**src/rtl/busCycleSeqPkg.sv**
```systemverilog
package busCycleSeqPkg;
  localparam int PHASE_W = 3;
  localparam int TYPE_W = 2;

  typedef enum logic [TYPE_W-1:0] {
    CYC_INTERNAL    = 2'd0,
    CYC_CACHED_RD   = 2'd1,
    CYC_UNCACHED_RD = 2'd2,
    CYC_WRITE       = 2'd3
  } cycType_e;

  localparam logic [PHASE_W-1:0] PH_T0 = 3'd0;
  localparam logic [PHASE_W-1:0] PH_T2 = 3'd2;
  localparam logic [PHASE_W-1:0] PH_T3 = 3'd3;
  localparam logic [PHASE_W-1:0] PH_T4 = 3'd4;
  localparam logic [PHASE_W-1:0] PH_T5 = 3'd5;
  localparam logic [PHASE_W-1:0] PH_T7 = 3'd7;

  typedef struct packed {
    logic capture;
  } dpStrobes_t;
endpackage

```
**src/rtl/busCycleSeqCtrl.sv**
```systemverilog
module busCycleSeqCtrl
  import busCycleSeqPkg::*;
(
  input  logic               clk,
  input  logic               rst,
  input  logic               reqValid,
  input  logic [TYPE_W-1:0]  reqType,
  input  logic               cont,
  input  logic               dataValid,
  input  logic               miss,
  input  logic               dmaReq,
  output logic               active,
  output logic [PHASE_W-1:0] phase,
  output logic               ale,
  output logic               strobe,
  output logic               bufCtl,
  output logic               stretchCtl,
  output logic               dmaAck,
  output dpStrobes_t         dpStb
);
  cycType_e cycType;
  logic pastFirstT4;
  logic t4Odd;
  logic contSeen;
  logic dmaHit;

  logic isRead;
  logic wantStretch;
  logic lastPhase;
  logic t4Exit;
  logic inTail;

  assign isRead      = (cycType == CYC_CACHED_RD) || (cycType == CYC_UNCACHED_RD);
  assign wantStretch = cycType[1] || miss || dmaReq;
  assign inTail      = active && (phase >= PH_T5);
  assign lastPhase   = active && ((phase == PH_T7) || ((phase == PH_T3) && !wantStretch));
  assign t4Exit      = (phase == PH_T4) && !t4Odd && (cont || contSeen);

  always_ff @(posedge clk) begin
    if (rst) begin
      active      <= 1'b0;
      phase       <= PH_T0;
      cycType     <= CYC_INTERNAL;
      pastFirstT4 <= 1'b0;
      t4Odd       <= 1'b0;
      contSeen    <= 1'b0;
      dmaHit      <= 1'b0;
    end else if (!active || lastPhase) begin
      phase  <= PH_T0;
      dmaHit <= 1'b0;
      if (reqValid) begin
        active  <= 1'b1;
        cycType <= cycType_e'(reqType);
      end else begin
        active <= 1'b0;
      end
    end else begin
      unique case (phase)
        PH_T3: begin
          phase       <= PH_T4;
          dmaHit      <= dmaReq;
          pastFirstT4 <= 1'b0;
          t4Odd       <= 1'b0;
          contSeen    <= 1'b0;
        end
        PH_T4: begin
          if (t4Exit) begin
            phase <= PH_T5;
          end else begin
            pastFirstT4 <= 1'b1;
            t4Odd       <= ~t4Odd;
            contSeen    <= contSeen | cont;
          end
        end
        default: phase <= phase + 3'd1;
      endcase
    end
  end

  always_comb begin
    ale        = active && (phase == PH_T0);
    strobe     = active && (phase != PH_T0);
    bufCtl     = active && ((phase == PH_T2) || (phase == PH_T3) || (phase >= PH_T5));
    stretchCtl = inTail || (active && (phase == PH_T4) && pastFirstT4);
    dmaAck     = active && (phase >= PH_T4) && dmaHit;
    dpStb.capture = active && isRead &&
                    (((phase == PH_T3) && !wantStretch) ||
                     (dataValid && bufCtl && stretchCtl));
  end
endmodule

```
**src/rtl/busCycleSeqData.sv**
```systemverilog
module busCycleSeqData
  import busCycleSeqPkg::*;
#(
  parameter int DATA_W = 16
) (
  input  logic              clk,
  input  logic              rst,
  input  dpStrobes_t        dpStb,
  input  logic [DATA_W-1:0] busData,
  output logic [DATA_W-1:0] rdData
);
  always_ff @(posedge clk) begin
    if (rst) begin
      rdData <= '0;
    end else if (dpStb.capture) begin
      rdData <= busData;
    end
  end
endmodule

```
**src/rtl/busCycleSeq.sv**
```systemverilog
module busCycleSeq
  import busCycleSeqPkg::*;
#(
  parameter int DATA_W = 16
) (
  input  logic              clk,
  input  logic              rst,
  input  logic              reqValid,
  input  logic [1:0]        reqType,
  input  logic              cont,
  input  logic              dataValid,
  input  logic              miss,
  input  logic              dmaReq,
  input  logic [DATA_W-1:0] busData,
  output logic              active,
  output logic [2:0]        phase,
  output logic              ale,
  output logic              strobe,
  output logic              bufCtl,
  output logic              stretchCtl,
  output logic              dmaAck,
  output logic              capture,
  output logic [DATA_W-1:0] rdData
);
  dpStrobes_t dpStb;

  busCycleSeqCtrl uCtrl (
    .clk(clk), .rst(rst), .reqValid(reqValid), .reqType(reqType),
    .cont(cont), .dataValid(dataValid), .miss(miss), .dmaReq(dmaReq),
    .active(active), .phase(phase), .ale(ale), .strobe(strobe),
    .bufCtl(bufCtl), .stretchCtl(stretchCtl), .dmaAck(dmaAck),
    .dpStb(dpStb)
  );

  busCycleSeqData #(.DATA_W(DATA_W)) uData (
    .clk(clk), .rst(rst), .dpStb(dpStb), .busData(busData), .rdData(rdData)
  );

  assign capture = dpStb.capture;
endmodule

```
**config.mk**
```make
export PLATFORM = sky130hd
export DESIGN_NAME = busCycleSeq
export DESIGN_NICKNAME = d
export VERILOG_FILES = /design/src/rtl/busCycleSeqPkg.sv /design/src/rtl/busCycleSeqCtrl.sv /design/src/rtl/busCycleSeqData.sv /design/src/rtl/busCycleSeq.sv
export SDC_FILE = /design/constraint.sdc
export NUM_CORES = 1
export LEC_CHECK = 0
export BUFFER_PORTS_ARGS = -buffer_cell sky130_fd_sc_hd__buf_2
export CELL_PAD_IN_SITES_DETAIL_PLACEMENT = 0
export CELL_PAD_IN_SITES_GLOBAL_PLACEMENT = 1
export CORE_MARGIN = 4
export CORE_UTILIZATION = 37
export DETAILED_ROUTE_END_ITERATION = 12
export GPL_TIMING_DRIVEN = 1
export HOLD_SLACK_MARGIN = 0.1
export PLACE_DENSITY_LB_ADDON = 0.08
export SYNTH_ARGS = -nofsm -noshare
export SYNTH_HDL_FRONTEND = slang
export SYNTH_HIERARCHICAL = 1
export SYNTH_SLANG_ARGS = --single-unit
```
**constraint.sdc**
```tcl
create_clock -name clk -period 3.8 [get_ports clk]
set_clock_uncertainty 0.05 [all_clocks]
set_input_delay 0.38 -clock clk [delete_from_list [all_inputs] [get_ports clk]]
set_output_delay 0.38 -clock clk [all_outputs]
set_load 0.01 [all_outputs]
```
==> results of run 1 <==
## report_power, final
group	leakage (nW)	total (mW)	switching, mW	internal, mW
Sequential	0.210	0.280	0.00449	0.276
Combinational	0.458	0.0405	0.0218	0.0187
Clock	0.0279	0.188	0.0814	0.107
Total	0.696	0.508	0.108	0.401
## cells by family after synthesis
kind of cell	share of synthesized area, %
flops	42.19
mux	15.42
simple gates	17.55
compound gates	12.27
buf+inv	5.780
xor+xnor	0.7101
fa+ha+maj	6.085
## critical path, cell delays in order (launching register included)
cell and delay [ns]:
dfxtp_1 0.46, ha_1 0.27, ha_1 0.28, or4b_4 0.52
o21ai_0 0.10, o211a_1 0.16, buf_4 0.27, buf_2 0.20
## final cells by class
type / instances / area [um2]
Tap cell: 44 / 55.05
Timing Repair Buffer: 51 / 257.7
Clock inverter: 1 / 30.03
Clock buffer: 3 / 22.52
Sequential cell: 26 / 520.5
Inverter: 6 / 22.52
Multi-Input combinational cell: 86 / 641.9
Fill cell: 311 / 1578
## how the worst max path moves through the flow
stage | from | end | depth (start not counted)
after global placement | uCtrl/phase[1]$_SDFFE_PP0P_ | capture | 7
final | uCtrl/phase[1]$_SDFFE_PP0P_ | capture | 7
after detailed placement | uCtrl/phase[1]$_SDFFE_PP0P_ | capture | 7
after floorplan | uCtrl/phase[1]$_SDFFE_PP0P_ | uData/rdData[10]$_SDFFE_PP0P_ | 9
after CTS | uCtrl/phase[1]$_SDFFE_PP0P_ | capture | 7
after global routing | uCtrl/phase[1]$_SDFFE_PP0P_ | capture | 7
## registers in the layout (all words and copies together), names as in the netlist
| signal | flops |
|---|---|
| uData/rdData | 16 |
| uCtrl/contSeen | 1 |
| uCtrl/phase | 3 |
| uCtrl/pastFirstT4 | 1 |
| uCtrl/t4Odd | 1 |
| uCtrl/active | 1 |
| uCtrl/cycType | 2 |
| uCtrl/dmaHit | 1 |
## cells in the final DEF (no fill, tap or decap)
| cell type | count |
|---|---|
| nor3_1 | 4 |
| o21ai_0 | 2 |
| inv_1 | 6 |
| nand2b_1 | 4 |
| nor4b_4 | 1 |
| a2111oi_2 | 1 |
| nand4_1 | 1 |
| and3_1 | 2 |
| buf_2 | 50 |
| dfxtp_1 | 26 |
| o211ai_1 | 1 |
| and2b_2 | 1 |
| o21bai_1 | 1 |
| a211oi_1 | 3 |
| or4b_4 | 1 |
| mux2i_1 | 19 |
| a21oi_1 | 4 |
| ha_1 | 6 |
| o21a_1 | 1 |
| a21oi_2 | 1 |
| clkbuf_4 | 3 |
| buf_4 | 1 |
| a32oi_1 | 1 |
| xor2_1 | 1 |
| nor4_1 | 1 |
| o31ai_1 | 1 |
| nor2_1 | 19 |
| and2_1 | 2 |
| a2111oi_0 | 1 |
| o211a_1 | 1 |
| nand3_1 | 1 |
| nand2_1 | 3 |
| a21bo_2 | 1 |
| bufinv_16 | 1 |
| a21boi_0 | 1 |
## metal layers
metal	vias to the layer above	track usage (%)
met2	30	21.53
met3	2	2.735
li1	531	-
met1	477	17.25
met5	-	0
met4	0	4.663
==> qor.txt, run 1 <==
Fin. max-slew vios -> 0
Fin crit share -> 79.13%
Hold_buf cts -> 0
Starting density of the core -> 39.44%
CTS H-tree lvls -> 1
Crit end category -> output pin
Initial antenna violation count -> 0
DRC errors left -> 0
Number of synthesized flops with an enable pin -> 0
CTS tree -> built
M1 WL -> 1.180 mm
Die Ht -> 65.75 um
Metal3 WL -> 195 um
Hold EP -> uData/rdData[12]$_SDFFE_PP0P_
Boundary Pins -> 51
Routed len/inst -> 12.13 um
Register area share after synthesis -> 42.19%
Via density per instance -> 4.793
Yosys cell types -> 36
Area after DPL -> 1498 um2
Slew @ Worst Pin -> 0.6640 ns
Min Clock Period, post-route -> 3.007 ns
CORE AREA -> 3128 um2
CTS sink count -> 26
Top cell type's share of synthesized area -> 42.19%
DRT Wirelength -> 2.632 mm
Avg Cell Area, Syn -> 9.949 um2
Worst-path clk slew -> 0.14 ns
R2R depth -> 8
Worst skew pair latency -> 0.31 ns
Total power -> 0.5085 mW
Drt first pass iters -> 4
Post-detail-place hpwl -> 2.046 mm
Asr flop ratio synth -> 0%
Port bufs -> 50
Layout cells sized above 1 -> 35.26%
Largest net degree at the start of global routing -> 28
Most frequent cell after synthesis -> dfxtp_1
Routability cong. -> 0.8631
RSZ-0062 raised after global routing -> false
Outcome -> finished, final reports clean
Global-route wire length before repair -> 4.554 mm
Gr ovfl total -> 0
Synth top area cells -> dfxtp_1, mux2i_1, ha_1, nor2_1, nand2b_1
Worst path required time -> 3.37 ns
Routed Antenna Nets -> 0
VDD IR-drop max -> 0.0001299 V
Final core occ -> 49.56%
Setup crit start kind -> flop
Post-CTS sizing -> 0
Number of global-route vias before repair -> 1,043
Nets@finish -> 205
Root buf cell -> clkbuf_4
Cell taking the most area after synthesis -> dfxtp_1
Total number of vias -> 1,040
Hold depth -> 3
Setup CP Type -> flop to output pin
R2R Path End -> uData/rdData[6]$_SDFFE_PP0P_
Setup bufs post-CTS -> 0
Setup tns final -> 0 ns
Die area -> 4322 um2
Top cells by count, synth -> dfxtp_1, mux2i_1, nor2_1
Place WS -> 1.174 ns
Seq cells post-synth -> 26
# Max-Cap Violations -> 0
Power Density -> 328.0 nW/um2
Worst R2R Setup Slack -> 1.29 ns
Final hold vios -> 0
Worst reg2reg startpoint -> uCtrl/phase[1]$_SDFFE_PP0P_
Post-synth top flop -> dfxtp_1
Highest routed metal layer -> met4
Die X-Extent -> 65.75 um
Total CTS buffers -> 3
Post-synthesis cell count -> 124
GR Util All Layers -> 13.25%
Met2 routed WL -> 1.238 mm
Synth-to-layout area growth -> 25.66%
Design area -> 1550 um2
Setup-failing EPs final -> 0
Fmax -> 0.3326 GHz
Hold Crit Start -> busData[12]
Synthesized Nets -> 155
Placed cell count -> 213
Worst Path Arrival -> 2.58 ns
Leakage -> 0.6964 nW
FP Rows -> 20
Clock Tree Buf Depth -> 2
Synthesized area -> 1234 um2
Fin Hold WS -> 0.2367 ns
Final cell count without fillers -> 217
1st-iter DRT viols -> 26
Slew headroom -> 54.59%
CP Max Fanout -> 17
Ant. Diodes -> 0
YS warnings -> 6
PnR worst setup slack -> 0.7931 ns
Hold WC Path Type -> primary input to flop
(Power assumes the default switching activity.)
==> run 2, diff against run 1 <==
Settings changed: CORE_UTILIZATION 37 to 34.
Clock period 3.8 ns to 2.8 ns, I/O delays scaled along.
==> run 2 against run 1 <==
Count of clock-buffer cells in the layout did not move; worst hold slack got worse by 0.11 ns; non-clock buffer count rose by 2; clock power rose by 38%; sequential power rose by 36%.
==> qor.txt, run 2 (same netlist as run 1, synthesis figures left out) <==
Outcome -> finished, final reports clean (unchanged)
Max incr delay on CP -> 0.53 ns (was 0.52 ns)
VDD IR-drop max -> 0.0003148 V (was 0.0001299 V)
R2R Path End -> uData/rdData[11]$_SDFFE_PP0P_ (was uData/rdData[6]$_SDFFE_PP0P_)
CTS tree -> built (unchanged)
Layout cells sized above 1 -> 36.00% (was 35.26%)
Setup crit start kind -> flop (unchanged)
Routed Antenna Nets -> 0 (unchanged)
Fin. max-slew vios -> 0 (unchanged)
Slew headroom -> 68.26% (was 54.59%)
Synth-to-layout area growth -> 27.08% (was 25.66%)
Commonest non-fill, non-tap cells in the layout -> buf_2, dfxtp_1, nor2_1, mux2i_1 (unchanged)
Worst path required time -> 2.47 ns (was 3.37 ns)
CP max-delay cell -> or4b_4 (unchanged)
Post-CTS sizing -> 0 (unchanged)
Largest net degree at the start of global routing -> 28 (unchanged)
Number of global-route vias before repair -> 1,007 (was 1,043)
CTS H-tree lvls -> 1 (unchanged)
Die Ht -> 68.24 um (was 65.75 um)
Commonest non-fill, non-tap cell in the layout -> buf_2 (unchanged)
Total CTS buffers -> 3 (unchanged)
Setup bufs post-CTS -> 0 (unchanged)
Setup tns final -> 0 ns (unchanged)
Worst-path clk slew -> 0.14 ns (about the same)
Crit-path leading delay family -> adder cells (unchanged)
1st-iter DRT viols -> 30 (was 26)
Via density per instance -> 4.819 (was 4.793)
Gr ovfl total -> 0 (unchanged)
Hold_buf cts -> 0 (unchanged)
Ant. Diodes -> 0 (unchanged)
Worst Path Arrival -> 2.32 ns (was 2.58 ns)
Hold WC Path Type -> primary input to flop (unchanged)
Power Density -> 445.5 nW/um2 (was 328.0 nW/um2)
Setup-failing EPs final -> 0 (unchanged)
Port bufs -> 50 (unchanged)
Post-detail-place hpwl -> 2.249 mm (was 2.046 mm)
CORE AREA -> 3416 um2 (was 3128 um2)
Hold depth -> 3 (unchanged)
Final hold vios -> 0 (unchanged)
Leakage -> 0.7064 nW (was 0.6964 nW)
Fmax -> 0.3771 GHz
Fin crit share -> 94.71%
Nets@finish -> 207 (was 205)
Die X-Extent -> 68.24 um (was 65.75 um)
Initial antenna violation count -> 0 (unchanged)
GR Util All Layers -> 13.19% (was 13.25%)
Biggest regs -> uData/rdData (16), uCtrl/phase (3), uCtrl/cycType (2) (unchanged)
Clock Tree Buf Depth -> 2 (unchanged)
Routed len/inst -> 13.04 um (was 12.13 um)
Routability cong. -> 0.7377 (was 0.8631)
DRC errors left -> 0 (unchanged)
CTS sink count -> 26 (unchanged)
Worst reg2reg startpoint -> uCtrl/phase[1]$_SDFFE_PP0P_ (unchanged)
Die area -> 4656 um2 (was 4322 um2)
RSZ-0062 raised after global routing -> false (unchanged)
Largest reg by FF count -> uData/rdData (unchanged)
Root buf cell -> clkbuf_4 (unchanged)
CP Max Fanout -> 7 (was 17)
Worst path bufs/invs -> 1 (was 2)
# Max-Cap Violations -> 0 (unchanged)
R2R depth -> 8 (unchanged)
Crit end category -> output pin (unchanged)
Slew @ Worst Pin -> 0.4641 ns (was 0.6640 ns)
DRT Wirelength -> 2.881 mm (was 2.632 mm)
FP Rows -> 21 (was 20)
Global-route wire length before repair -> 4.664 mm (was 4.554 mm)
Min Clock Period, post-route -> 2.652 ns
Worst skew pair latency -> 0.32 ns (was 0.31 ns)
Drt first pass iters -> 4 (unchanged)
Starting density of the core -> 36.12% (was 39.44%)
Most Frequent Cell on Critical Path -> ha_1 (unchanged)
Crit-path cells -> ha_1 -> ha_1 -> or4b_4 -> o21ai_0 -> o211a_1 -> buf_2 (was ha_1 -> ha_1 -> or4b_4 -> o21ai_0 -> o211a_1 -> buf_4 -> buf_2)
Boundary Pins -> 51 (unchanged)
Total number of vias -> 1,065 (was 1,040)
Setup CP Type -> flop to output pin (unchanged)
Max reg flops -> 16 (unchanged)
Hold EP -> uData/rdData[12]$_SDFFE_PP0P_ (unchanged)
Hold Crit Start -> busData[12] (unchanged)
Worst R2R Setup Slack -> 0.19 ns (was 1.29 ns)
Total power -> 0.6984 mW (was 0.5085 mW)
==> run 2: layout make-up <==
type,count,area [um2]
clock buffer,3,22.52
clock inverter,1,30.03
inverter,6,22.52
sequential,26,520.5
multi-input combinational,86,641.9
tap,46,57.56
fill,368,1848
timing repair buffer,53,272.8
==> run 2: tightest hold or removal path: cells and delay by family <==
family | cells | cell delay [ns]
buffers and inverters | 1 | 0.07
AND/OR/NAND/NOR | 1 | 0.07
multiplexers | 1 | 0.05
==> run 2: worst max-delay path by stage <==
stage                                    endpoint  cells after the start  slack [ns]                   startpoint
floorplan           uData/rdData[10]$_SDFFE_PP0P_                      9        0.40  uCtrl/phase[1]$_SDFFE_PP0P_
global placement     uData/rdData[7]$_SDFFE_PP0P_                      8        0.37  uCtrl/phase[1]$_SDFFE_PP0P_
detailed placement   uData/rdData[7]$_SDFFE_PP0P_                      8        0.23  uCtrl/phase[1]$_SDFFE_PP0P_
CTS                                       capture                      6        0.14  uCtrl/phase[1]$_SDFFE_PP0P_
global route                              capture                      6        0.03  uCtrl/phase[1]$_SDFFE_PP0P_
finish                                    capture                      6        0.15  uCtrl/phase[1]$_SDFFE_PP0P_
==> run 2: layer usage <==
layer	global-route usage [%]	share of wire (%)	vias up	wire length, um
met2	22.38	49	32	1405
met5	0	0	-	0
met4	3.722	0.87	0	25
met1	16.25	44	496	1280
met3	3.612	5.9	4	170
li1	-	-	533	-
==> run 2: where the power goes <==
part           internal [mW]  leakage, nW  total (mW)  switching, mW
Sequential             0.374        0.210       0.380        0.00591
Clock                  0.145       0.0279       0.260          0.115
Combinational         0.0272        0.468      0.0583         0.0310
Total                  0.546        0.706       0.698          0.152
==> run 2: per-stage QoR <==
stage | setup WS [ns] | hold WS (ns) | instances | cell area (um2) | utilization [%]
finish | 0.1482 | 0.1291 | 221 | 1568 | 45.90
global placement | 0.3714 | 0.4146 | 217 | 1515 | 44.36
detailed placement | 0.2296 | 0.4218 | 217 | 1515 | 44.36
floorplan | 0.4021 | 0.3772 | 124 | 1234 | -
global route | 0.03096 | 0.1175 | 221 | 1568 | 45.90
CTS | 0.1417 | 0.1165 | 221 | 1568 | 45.90
==> run 3, diff against run 2 <==
Settings changed: CORE_MARGIN 4 to 3.
==> run 3 against run 2 <==
Clock power barely moved; maximum frequency rose by 0.98%; global-route usage barely moved; first-iteration DRC count rose by 70%; final cell count did not move; sequential cell count did not move; total power fell by 0.28%; largest power group unchanged; highest routed layer unchanged.
==> qor.txt, run 3 (same netlist as run 1, synthesis figures left out) <==
Commonest non-fill, non-tap cell in the layout -> buf_2 (unchanged)
Global-route wire length before repair -> 4.547 mm (was 4.664 mm)
Routed len/inst -> 12.56 um (was 13.04 um)
CTS H-tree lvls -> 1 (unchanged)
Setup bufs post-CTS -> 0 (unchanged)
Starting density of the core -> 36.12% (unchanged)
Setup-failing EPs final -> 0 (unchanged)
Most Frequent Cell on Critical Path -> ha_1 (unchanged)
FP Rows -> 21 (unchanged)
Port bufs -> 50 (unchanged)
Crit end category -> output pin (unchanged)
CP Max Fanout -> 7 (unchanged)
Total number of vias -> 1,051 (was 1,065)
Crit-path cells -> ha_1 -> ha_1 -> or4b_4 -> o21ai_0 -> o211a_1 -> buf_2 (unchanged)
Worst-path clk slew -> 0.15 ns (was 0.14 ns)
Hold_buf cts -> 0 (unchanged)
Min Clock Period, post-route -> 2.626 ns (was 2.652 ns)
Drt first pass iters -> 4 (unchanged)
Via density per instance -> 4.756 (was 4.819)
Largest net degree at the start of global routing -> 28 (unchanged)
Crit-path leading delay family -> adder cells (unchanged)
Layout cells sized above 1 -> 36.00% (unchanged)
CTS tree -> built (unchanged)
Total power -> 0.6964 mW (was 0.6984 mW)
Largest reg by FF count -> uData/rdData (unchanged)
Setup crit start kind -> flop (unchanged)
Die X-Extent -> 66.24 um (was 68.24 um)
Total CTS buffers -> 3 (unchanged)
CTS sink count -> 26 (unchanged)
GR Util All Layers -> 13.18% (was 13.19%)
Post-CTS sizing -> 0 (unchanged)
Worst path required time -> 2.47 ns (about the same)
Setup tns final -> 0 ns (unchanged)
Boundary Pins -> 51 (unchanged)
Setup CP Type -> flop to output pin (unchanged)
Worst R2R Setup Slack -> 0.21 ns (was 0.19 ns)
DRT Wirelength -> 2.775 mm (was 2.881 mm)
Fin crit share -> 93.79% (was 94.71%)
Slew headroom -> 67.43% (was 68.26%)
Fin. max-slew vios -> 0 (unchanged)
Slew @ Worst Pin -> 0.4885 ns (was 0.4641 ns)
CP max-delay cell -> or4b_4 (unchanged)
Nets@finish -> 207 (unchanged)
RSZ-0062 raised after global routing -> false (unchanged)
Max reg flops -> 16 (unchanged)
Fin Hold WS -> 0.1344 ns (was 0.1291 ns)
Die Ht -> 66.24 um (was 68.24 um)
Routability cong. -> 0.7714 (was 0.7377)
Leakage -> 0.7064 nW (unchanged)
Post-detail-place hpwl -> 2.133 mm (was 2.249 mm)
Gr ovfl total -> 0 (unchanged)
Hold WC Path Type -> primary input to flop (unchanged)
Initial antenna violation count -> 0 (unchanged)
DRC errors left -> 0 (unchanged)
Ant. Diodes -> 0 (unchanged)
Routed Antenna Nets -> 0 (unchanged)
Die area -> 4387 um2 (was 4656 um2)
Worst Path Arrival -> 2.30 ns (was 2.32 ns)
Filler instances -> 367 (was 368)
Synth-to-layout area growth -> 27.08% (unchanged)
Clock Tree Buf Depth -> 2 (unchanged)
Root buf cell -> clkbuf_4 (unchanged)
Commonest non-fill, non-tap cells in the layout -> buf_2, dfxtp_1, nor2_1, mux2i_1 (unchanged)
Number of global-route vias before repair -> 1,051 (was 1,007)
CORE AREA -> 3416 um2 (unchanged)
Biggest regs -> uData/rdData (16), uCtrl/phase (3), uCtrl/cycType (2) (unchanged)
Final hold vios -> 0 (unchanged)
VDD IR-drop max -> 0.0002082 V (was 0.0003148 V)
Outcome -> finished, final reports clean (unchanged)
Power Density -> 444.2 nW/um2 (was 445.5 nW/um2)
Max incr delay on CP -> 0.52 ns (was 0.53 ns)
Fmax -> 0.3808 GHz (was 0.3771 GHz)
# Max-Cap Violations -> 0 (unchanged)
1st-iter DRT viols -> 51 (was 30)
Worst skew pair latency -> 0.32 ns (about the same)
Worst path bufs/invs -> 1 (unchanged)
## run 3: cell counts in the layout (fill, tap and decap cells not counted)
No cell type changed its count.
## run 3: where the power goes
| part | internal [mW] | switching [mW] | total [mW] |
|---|---|---|---|
| clock | 0.145 | 0.114 | 0.258 |
| sequential | 0.374 | 0.00587 | 0.380 |
| combinational | 0.0273 | 0.0308 | 0.0580 |
| total | 0.546 | 0.150 | 0.696 |
## run 3: path summary, 6_finish.rpt
check,start,end,cells after the start
min reg2reg,uCtrl/t4Odd$_SDFFE_PP0P_,uCtrl/t4Odd$_SDFFE_PP0P_,2
min,busData[2],uData/rdData[2]$_SDFFE_PP0P_,3
max,uCtrl/phase[1]$_SDFFE_PP0P_,capture,6
max reg2reg,uCtrl/phase[1]$_SDFFE_PP0P_,uData/rdData[9]$_SDFFE_PP0P_,8
## run 3: area by class of cell
type | count | area (um2) | share of cell area (%)
flip-flops and latches | 26 | 520.5 | 33.20
inverters | 6 | 22.52 | 1.437
multi-input cells | 86 | 641.9 | 40.94
repair buffers | 53 | 272.8 | 17.40
clock buffers | 3 | 22.52 | 1.437
well taps | 46 | 57.56 | 3.671
clock inverters | 1 | 30.03 | 1.915
## run 3: metal layers
layer  GRT usage [%]  up-vias  share of wire, %
met2           21.56       30                48
met3           2.381        2               5.7
met4           3.807        0              0.54
met1           17.56      486                46
li1                -      533                 -
met5               0        -                 0
## run 3: tightest hold or removal path, stage by stage
cell     delay, ns
buf_2         0.07
mux2i_1       0.05
nor2_1        0.07
## run 3: through the flow
stage	util, %	setup slack (ns)	area (um2)	std cells
2_1_floorplan	-	0.4021	1234	124
3_3_place_gp	44.36	0.3757	1515	217
3_5_place_dp	44.36	0.2488	1515	217
4_1_cts	45.90	0.1827	1568	221
5_1_grt	45.90	0.05350	1568	221
6_report	45.90	0.1739	1568	221
